<file path="src/rtl/fpsr_pkg.sv">
package fpsr_pkg;
   localparam int FSR_W  = 16;
   localparam int NEXC   = 5;
   localparam int TT_W   = 3;

   typedef enum logic [TT_W-1:0] {
      TT_NONE = 3'd0,
      TT_UNF  = 3'd1,
      TT_OVF  = 3'd2,
      TT_DVZ  = 3'd3,
      TT_ILL  = 3'd4,
      TT_INV  = 3'd5,
      TT_INX  = 3'd6,
      TT_RSV  = 3'd7
   } trap_code_e;

   // bit 0 is underflow, the highest arithmetic priority
   typedef struct packed {
      logic inx;
      logic inv;
      logic dvz;
      logic ovf;
      logic unf;
   } exc_flags_t;

   typedef struct packed {
      logic [6:0] sw;
      logic [1:0] rm;
      logic       inx_flag;
      logic       inx_en;
      logic       unf_flag;
      logic       unf_en;
      trap_code_e tt;
   } fsr_t;
endpackage

</file>
<file path="src/rtl/fpsr_prio.sv">
module fpsr_prio
   import fpsr_pkg::*;
(
   input  logic       ill_i,
   input  exc_flags_t flags_i,
   output trap_code_e code_o
);
   function automatic trap_code_e rank_code(input int idx);
      case (idx)
         0:       return TT_UNF;
         1:       return TT_OVF;
         2:       return TT_DVZ;
         3:       return TT_INV;
         default: return TT_INX;
      endcase
   endfunction

   logic [NEXC-1:0] vec;
   assign vec = flags_i;

   always_comb begin
      code_o = TT_NONE;
      for (int i = NEXC-1; i >= 0; i--) begin
         if (vec[i]) code_o = rank_code(i);
      end
      if (ill_i) code_o = TT_ILL;
   end
endmodule

</file>
<file path="src/rtl/fpsr_gate.sv">
module fpsr_gate
   import fpsr_pkg::*;
(
   input  trap_code_e code_i,
   input  logic       unf_en_i,
   input  logic       inx_en_i,
   output logic       trap_o,
   output logic       zero_o
);
   always_comb begin
      trap_o = 1'b0;
      zero_o = 1'b0;
      case (code_i)
         TT_ILL, TT_OVF, TT_DVZ: trap_o = 1'b1;
         TT_UNF: begin
            trap_o = unf_en_i;
            zero_o = !unf_en_i;
         end
         TT_INX:  trap_o = inx_en_i;
         default: trap_o = 1'b0;
      endcase
   end
endmodule

</file>
<file path="src/rtl/fpsr_store.sv">
module fpsr_store
   import fpsr_pkg::*;
(
   input  logic             clk,
   input  logic             rst_n,
   input  logic             ld_en,
   input  logic [FSR_W-1:0] ld_word,
   input  logic             op_start,
   input  logic             op_done,
   input  trap_code_e       code_i,
   output fsr_t             fsr_o
);
   fsr_t fsr_q;

   always_ff @(posedge clk) begin
      if (!rst_n) begin
         fsr_q <= '0;
      end else if (ld_en) begin
         fsr_q <= fsr_t'(ld_word);
      end else if (op_done) begin
         fsr_q.tt <= code_i;
         if (code_i == TT_UNF) fsr_q.unf_flag <= 1'b1;
         if (code_i == TT_INX) fsr_q.inx_flag <= 1'b1;
      end else if (op_start) begin
         fsr_q.tt <= TT_NONE;
      end
   end

   assign fsr_o = fsr_q;
endmodule

</file>
<file path="src/rtl/fp_status_unit.sv">
module fp_status_unit
   import fpsr_pkg::*;
#(
   parameter int LD_W    = 32,
   parameter bit OUT_REG = 1'b1
)(
   input  logic             clk,
   input  logic             rst_n,
   input  logic             ld_en,
   input  logic [LD_W-1:0]  ld_data,
   input  logic             op_start,
   input  logic             op_done,
   input  logic             illegal_op,
   input  logic [NEXC-1:0]  exc_flags,
   output logic [FSR_W-1:0] fsr,
   output logic [1:0]       round_mode,
   output logic             trap_req,
   output logic             result_suppress,
   output logic             result_zero
);
   initial begin
      assert (LD_W >= FSR_W) else $fatal(1, "LD_W must cover the status word");
   end

   trap_code_e code;
   fsr_t       fsr_cur;
   logic       gate_trap;
   logic       gate_zero;
   logic       finish;

   assign finish = op_done && !ld_en;

   fpsr_prio u_prio (
      .ill_i   (illegal_op),
      .flags_i (exc_flags_t'(exc_flags)),
      .code_o  (code)
   );

   fpsr_gate u_gate (
      .code_i   (code),
      .unf_en_i (fsr_cur.unf_en),
      .inx_en_i (fsr_cur.inx_en),
      .trap_o   (gate_trap),
      .zero_o   (gate_zero)
   );

   fpsr_store u_store (
      .clk      (clk),
      .rst_n    (rst_n),
      .ld_en    (ld_en),
      .ld_word  (ld_data[FSR_W-1:0]),
      .op_start (op_start),
      .op_done  (op_done),
      .code_i   (code),
      .fsr_o    (fsr_cur)
   );

   if (LD_W > FSR_W) begin : g_wide
      logic ld_unused_hi;
      assign ld_unused_hi = ^ld_data[LD_W-1:FSR_W];
   end

   if (OUT_REG) begin : g_pulse_reg
      logic trap_q, zero_q;
      always_ff @(posedge clk) begin
         if (!rst_n) begin
            trap_q <= 1'b0;
            zero_q <= 1'b0;
         end else begin
            trap_q <= finish && gate_trap;
            zero_q <= finish && gate_zero;
         end
      end
      assign trap_req    = trap_q;
      assign result_zero = zero_q;
   end else begin : g_pulse_comb
      assign trap_req    = finish && gate_trap;
      assign result_zero = finish && gate_zero;
   end

   assign result_suppress = trap_req;
   assign fsr             = fsr_cur;
   assign round_mode      = fsr_cur.rm;
endmodule

</file>
<file path="config.mk">
export PLATFORM = sky130hd
export DESIGN_NAME = fp_status_unit
export DESIGN_NICKNAME = d
export VERILOG_FILES = /design/src/rtl/fpsr_pkg.sv /design/src/rtl/fpsr_prio.sv /design/src/rtl/fpsr_gate.sv /design/src/rtl/fpsr_store.sv /design/src/rtl/fp_status_unit.sv
export SDC_FILE = /design/constraint.sdc
export NUM_CORES = 1
export LEC_CHECK = 0
export BUFFER_PORTS_ARGS = -buffer_cell sky130_fd_sc_hd__buf_4
export CAP_MARGIN = 20
export CORE_UTILIZATION = 41
export DETAILED_ROUTE_END_ITERATION = 8
export PLACE_DENSITY = 0.92
export SLEW_MARGIN = 20
export SYNTH_ARGS = -nofsm -noshare
export SYNTH_HDL_FRONTEND = slang
export SYNTH_HIERARCHICAL = 1
export SYNTH_SLANG_ARGS = --single-unit
</file>
<file path="constraint.sdc">
create_clock -name clk -period 2.4 [get_ports clk]
set_input_delay 0.24 -clock clk [delete_from_list [all_inputs] [get_ports clk]]
set_output_delay 0.24 -clock clk [all_outputs]
set_load 0.03 [all_outputs]
</file>
[After elaboration in Yosys (flattened, before gate mapping)]
Index checks and enable logic that the tools add are counted.
Storage, ports and cells
  bits of input ports: 43
  memories: 0
  register bits: 18
  output and inout bits: 21
  memory bits (read-only): 0
  word-level logic and storage cells: 43
  bits in writable memories: 0
  latch bits: 0
Cells by class
  shift-type cells: 0
  div/mod/pow operators: 0
  bitwise logic cells: 0
  add/subtract/negate cells: 0
  equal/unequal tests: 5
  multiplexer cells: 17
  multipliers: 0
  reduce and logical (&&, ||, !) cells: 12
  magnitude comparators: 0
Operators with widths (number)
  $mux 3: 9
  $mux 1: 7
  $eq 3x2->1 const B: 2
  $eq 3x3->1 const B: 2
  $reduce_bool 2->1: 3
  $reduce_and 2->1: 2
  $eq 3x1->1 const B: 1
  $logic_and 1x1->1: 3
  $pmux 1 s3: 1
  $reduce_bool 3->1: 1
  $reduce_or 3->1: 1
  $logic_not 1->1: 2

[Depth between registers and ports, before layout]
  depth in word-level cells: 10
  mapped depth: 5
  depth with buffers taken out: 5

[By module]
The synthesis kept the hierarchy.
By module, submodules not included
  fpsr_store: area each 649.4 µm², cells an instance 60, seq. area each 320.3 µm², instances 1
  fp_status_unit: area each 82.6 µm², cells an instance 7, seq. area each 40.0 µm², instances 1
  fpsr_prio: area each 48.8 µm², cells an instance 8, seq. area each 0.0 µm², instances 1
  fpsr_gate: area each 32.5 µm², cells an instance 5, seq. area each 0.0 µm², instances 1

[Least setup slack after synthesis]
Ideal clock, no wire load.
  path type: input -> register
  start: in exc_flags[3]
  end: reg g_pulse_reg.trap_q (netlist: result_suppress)
  arrival time: 1.231 ns
  stages on the path: 5
  library setup time: 0.117 ns
  data required time: 2.283 ns
  path buffers: 0
  path slack: 1.052 ns
  cell sequence: nand2b_1 -> a211oi_1 -> a21o_1 -> a21oi_1 -> and4b_1
On the way
  word-level cells in the longest chain between the ends: 9
  elaborated cells on any way between the ends: 13
  classes of those cells: 5 x eq/ne; 6 x mux; 2 x reduce/logical
RTL lines
  from (decl): line fp_status_unit.sv:14  | input logic [NEXC-1:0] exc_flags,
  $mux 3 (*) (4 in a row): line fpsr_prio.sv:24  | if (vec[i]) code_o = rank_code(i);
  $mux 3 (*): line fpsr_prio.sv:26  | if (ill_i) code_o = TT_ILL;
  named net code[1]: line fp_status_unit.sv:25  | trap_code_e code;
  $eq 3x3->1 or $eq 3x2->1 (tied branches): line fpsr_gate.sv:13  | case (code_i)
  $reduce_or 3->1: line fpsr_gate.sv:13
  $pmux 1 s3 (*): line fpsr_gate.sv:13
  named net gate_trap: line fp_status_unit.sv:27  | logic gate_trap;
  $logic_and 1x1->1 (*): line fp_status_unit.sv:70  | trap_q <= finish && gate_trap;
  to (signal assigned): line fp_status_unit.sv:70
  to (decl): line fp_status_unit.sv:64  | logic trap_q, zero_q;
Mark *: on every way through the listed nets, which the timed path passes. The rest lies on a longest branch.
A chain may end at the register's enable or synchronous reset.

[Worst setup path after layout]
Same ends and word-level chain as after synthesis.

==> run_results.csv <==
group,metric,value,unit
run_status,status,"completed",
synth,synth_top_area_share,44.31,%
cells_and_area,syn2layout_area_growth,46.00,%
global_routing,grt_pass1_wl,2822,microns
clocking,cts_tree,"built",
clocking,cts.sink_count,18,
drt,viasPerCell,5.047,
synth,synth_area_leader_cell,"dfxtp_1",
synth,yosysWarnings,6,
timing,finalHoldViolCount,0,
synth,synth_nets,123,
power_and_ir_drop,swShare,28.07,%
drt,wl_per_cell,12.19,microns
timing,min_period,1.367,ns
synth,synth_cells,80,
synth,synthFlopType,"dfxtp_1",
placed_design,dpl_cell_area,1151,sq um
drt,drtPass1Iterations,4,
synth,synth_edf_count,0,
clocking,cts_buffers,3,
drt,drc,0,
cells_and_area,antennaDiodeCount,0,
synth,synth_commonest_cells,"dfxtp_1 (18), mux2i_1 (12), nor2_1 (12)",
die,coreArea,1783,sq um
setup_path,criticalPathCategory,"in -> reg",
timing,setup_viol,0,
cells_and_area,fin_area,1187,sq um
power_and_ir_drop,p_per_area,569.7,nW/um^2
drt,vias,757,
clocking,hold_buffers,0,
run,maxCapViolCount,0,
hold_path,worstHoldPathType,"in -> reg",
cells_and_area,fillers,169,
power_and_ir_drop,internal_power,0.4866,mW
global_routing,grt_max_degree,24,
clocking,h-tree-depth,1,
timing,worst_pin_slew,0.6620,ns
power_and_ir_drop,p_sw,0.1899,mW
timing,max_slew_margin,55.60,%
drt,totalWireLength,1829,microns
drt,ant_nets,0,
die,rows,15,
synth,syn_avg_cell_area,10.17,sq um
global_routing,grt_pass1_vias,714,
cells_and_area,drive_above_1_share,42.40,%
synth,synth_seq_cells,18,
timing,fin_tns_setup,0,ns
timing,fin_skew,0.002332,ns
setup_path,cp_data_required_time,2.59,ns
timing,rsz0062_at_grt,"false",
synth,synth.distinct_cells,23,
placed_design,place.gp.congestion,0.7670,
placed_design,port_buffers,47,
placed_design,dp.cells,146,
setup_path,worstSetupEndpointType,"flip-flop",
die,die_w,46.54,microns
die,ioPinCount,64,
timing,post-route-period-util,56.96,%
timing,hold_ws,0.1824,ns
synth,yosysSeqAreaShare,44.31,%
synth,syn_area,813.3,sq um
clocking,clk_latency,0.29,ns
global_routing,grt-ovfl-total,0,
drt,first_iter_violations,8,
timing,fmax,731.5,MHz
timing,slew_violations,0,
clocking,post_cts_buffers,0,
clocking,clockBufferDepth,2,
synth,synth.most_common_cell,"dfxtp_1",
setup_path,arrival,1.56,ns
setup_path,worstPathMaxFanout,6,
die,initial_core_util,45.61,%
global_routing,track_usage,18.66,%
die,die_y,46.54,microns
global_routing,grt_antenna_before_repair,0,
setup_path,start_kind,"input pin",
power_and_ir_drop,leakagePower,0.5944,nW
power_and_ir_drop,power.share.sequential,48.2,%
power_and_ir_drop,power_frac_comb,24.4,%
cells_and_area,final_cells,150,
clocking,clk_pin_slew,0.10,ns
die,dieArea,2166,sq um
power_and_ir_drop,p_clk_share,27.4,%
placed_design,dp_hpwl,1355,microns
power_and_ir_drop,vdd_drop_max,0.3904,mV
synth,synth_area_leaders,"dfxtp_1 (44%), mux2i_1 (15%), nor2_1 (5.5%), a221oi_2 (3.7%), buf_4 (3.7%)",
cells_and_area,nets,169,
clocking,cts_resized,0,
synth,async_flop_share,0,%
clocking,root_buffer,"clkbuf_4",
cell type report:
cell class / count / area, sq um / share of cell area, %
sequential: 18 / 360.3 / 30.35
inverter: 5 / 18.77 / 1.581
clock buffer: 4 / 36.28 / 3.056
multi-input combinational: 51 / 387.9 / 32.67
tap: 25 / 31.28 / 2.634
timing repair buffer: 47 / 352.8 / 29.72
routing by layer:
| metal | share of wire (%) | vias up | GRT usage (%) |
|---|---|---|---|
| met1 | 42 | 339 | 20.57 |
| li1 | - | 375 | - |
| met4 | 0.82 | 0 | 10.59 |
| met2 | 47 | 41 | 31.94 |
| met5 | 0 | - | 0 |
| met3 | 9.9 | 2 | 4.706 |
registers in the layout, summed over array words and instances (netlist names):
| register | flops |
|---|---|
| result_suppress | 1 |
| u_store/fsr_o | 16 |
| result_zero | 1 |
path summary, 6_finish.rpt:
path                                  start                             end  slack [ns]  cells after the start
min                             ld_data[11]  u_store/fsr_o[11]$_SDFFE_PN0P_        0.18                      3
max                            exc_flags[3]      result_suppress$_SDFF_PN0_        1.03                      6
max reg2reg   u_store/fsr_o[0]$_SDFFE_PN0P_   u_store/fsr_o[0]$_SDFFE_PN0P_        1.41                      2
min reg2reg  u_store/fsr_o[10]$_SDFFE_PN0P_  u_store/fsr_o[10]$_SDFFE_PN0P_        0.51                      2
stage by stage:
step	total power, mW	setup WS (ns)	utilization, %
floorplan	0.4285	1.052	-
global placement	0.4942	0.7609	64.56
detailed placement	0.4984	0.7420	64.56
CTS	0.6841	1.056	66.60
global route	0.7131	0.9228	66.60
finish	0.6764	1.033	66.60
power groups by stage:
stage	clock network, mW	registers, mW	logic, mW
floorplan	0	0.367	0.0617
global placement	0	0.332	0.162
detailed placement	0	0.333	0.166
CTS	0.192	0.326	0.166
global route	0.207	0.328	0.177
finish	0.185	0.326	0.165
layout by cell type (no fill, tap or decap), drive strengths merged:
| cell | n |
|---|---|
| a211oi | 2 |
| a21o | 1 |
| a21oi | 4 |
| a221oi | 2 |
| a31o | 1 |
| and2 | 1 |
| and4b | 2 |
| buf | 47 |
| clkbuf | 4 |
| dfxtp | 18 |
| inv | 5 |
| mux2i | 12 |
| nand2b | 3 |
| nor2 | 12 |
| nor3b | 1 |
| nor4b | 1 |
| nor4bb | 2 |
| o21bai | 1 |
| o2bb2ai | 1 |
| o311a | 2 |
| or2 | 1 |
| or3b | 2 |
logic make-up after synthesis:
| group | count (synthesis) | synth area share [%] |
|---|---|---|
| DFF | 18 | 44.31 |
| buffers and inverters | 11 | 8.000 |
| muxes | 12 | 14.77 |
| AOI/OAI and AO/OA | 14 | 14.46 |
| and+or+nand+nor | 25 | 18.46 |
critical path, cell delays in order:
cell and delay [ns]:
buf_4 0.11, nand2b_1 0.13, a211oi_1 0.59, a21o_1 0.22, a21oi_1 0.06, and4b_1 0.20
Note: power is estimated with default switching activity, not from simulation.
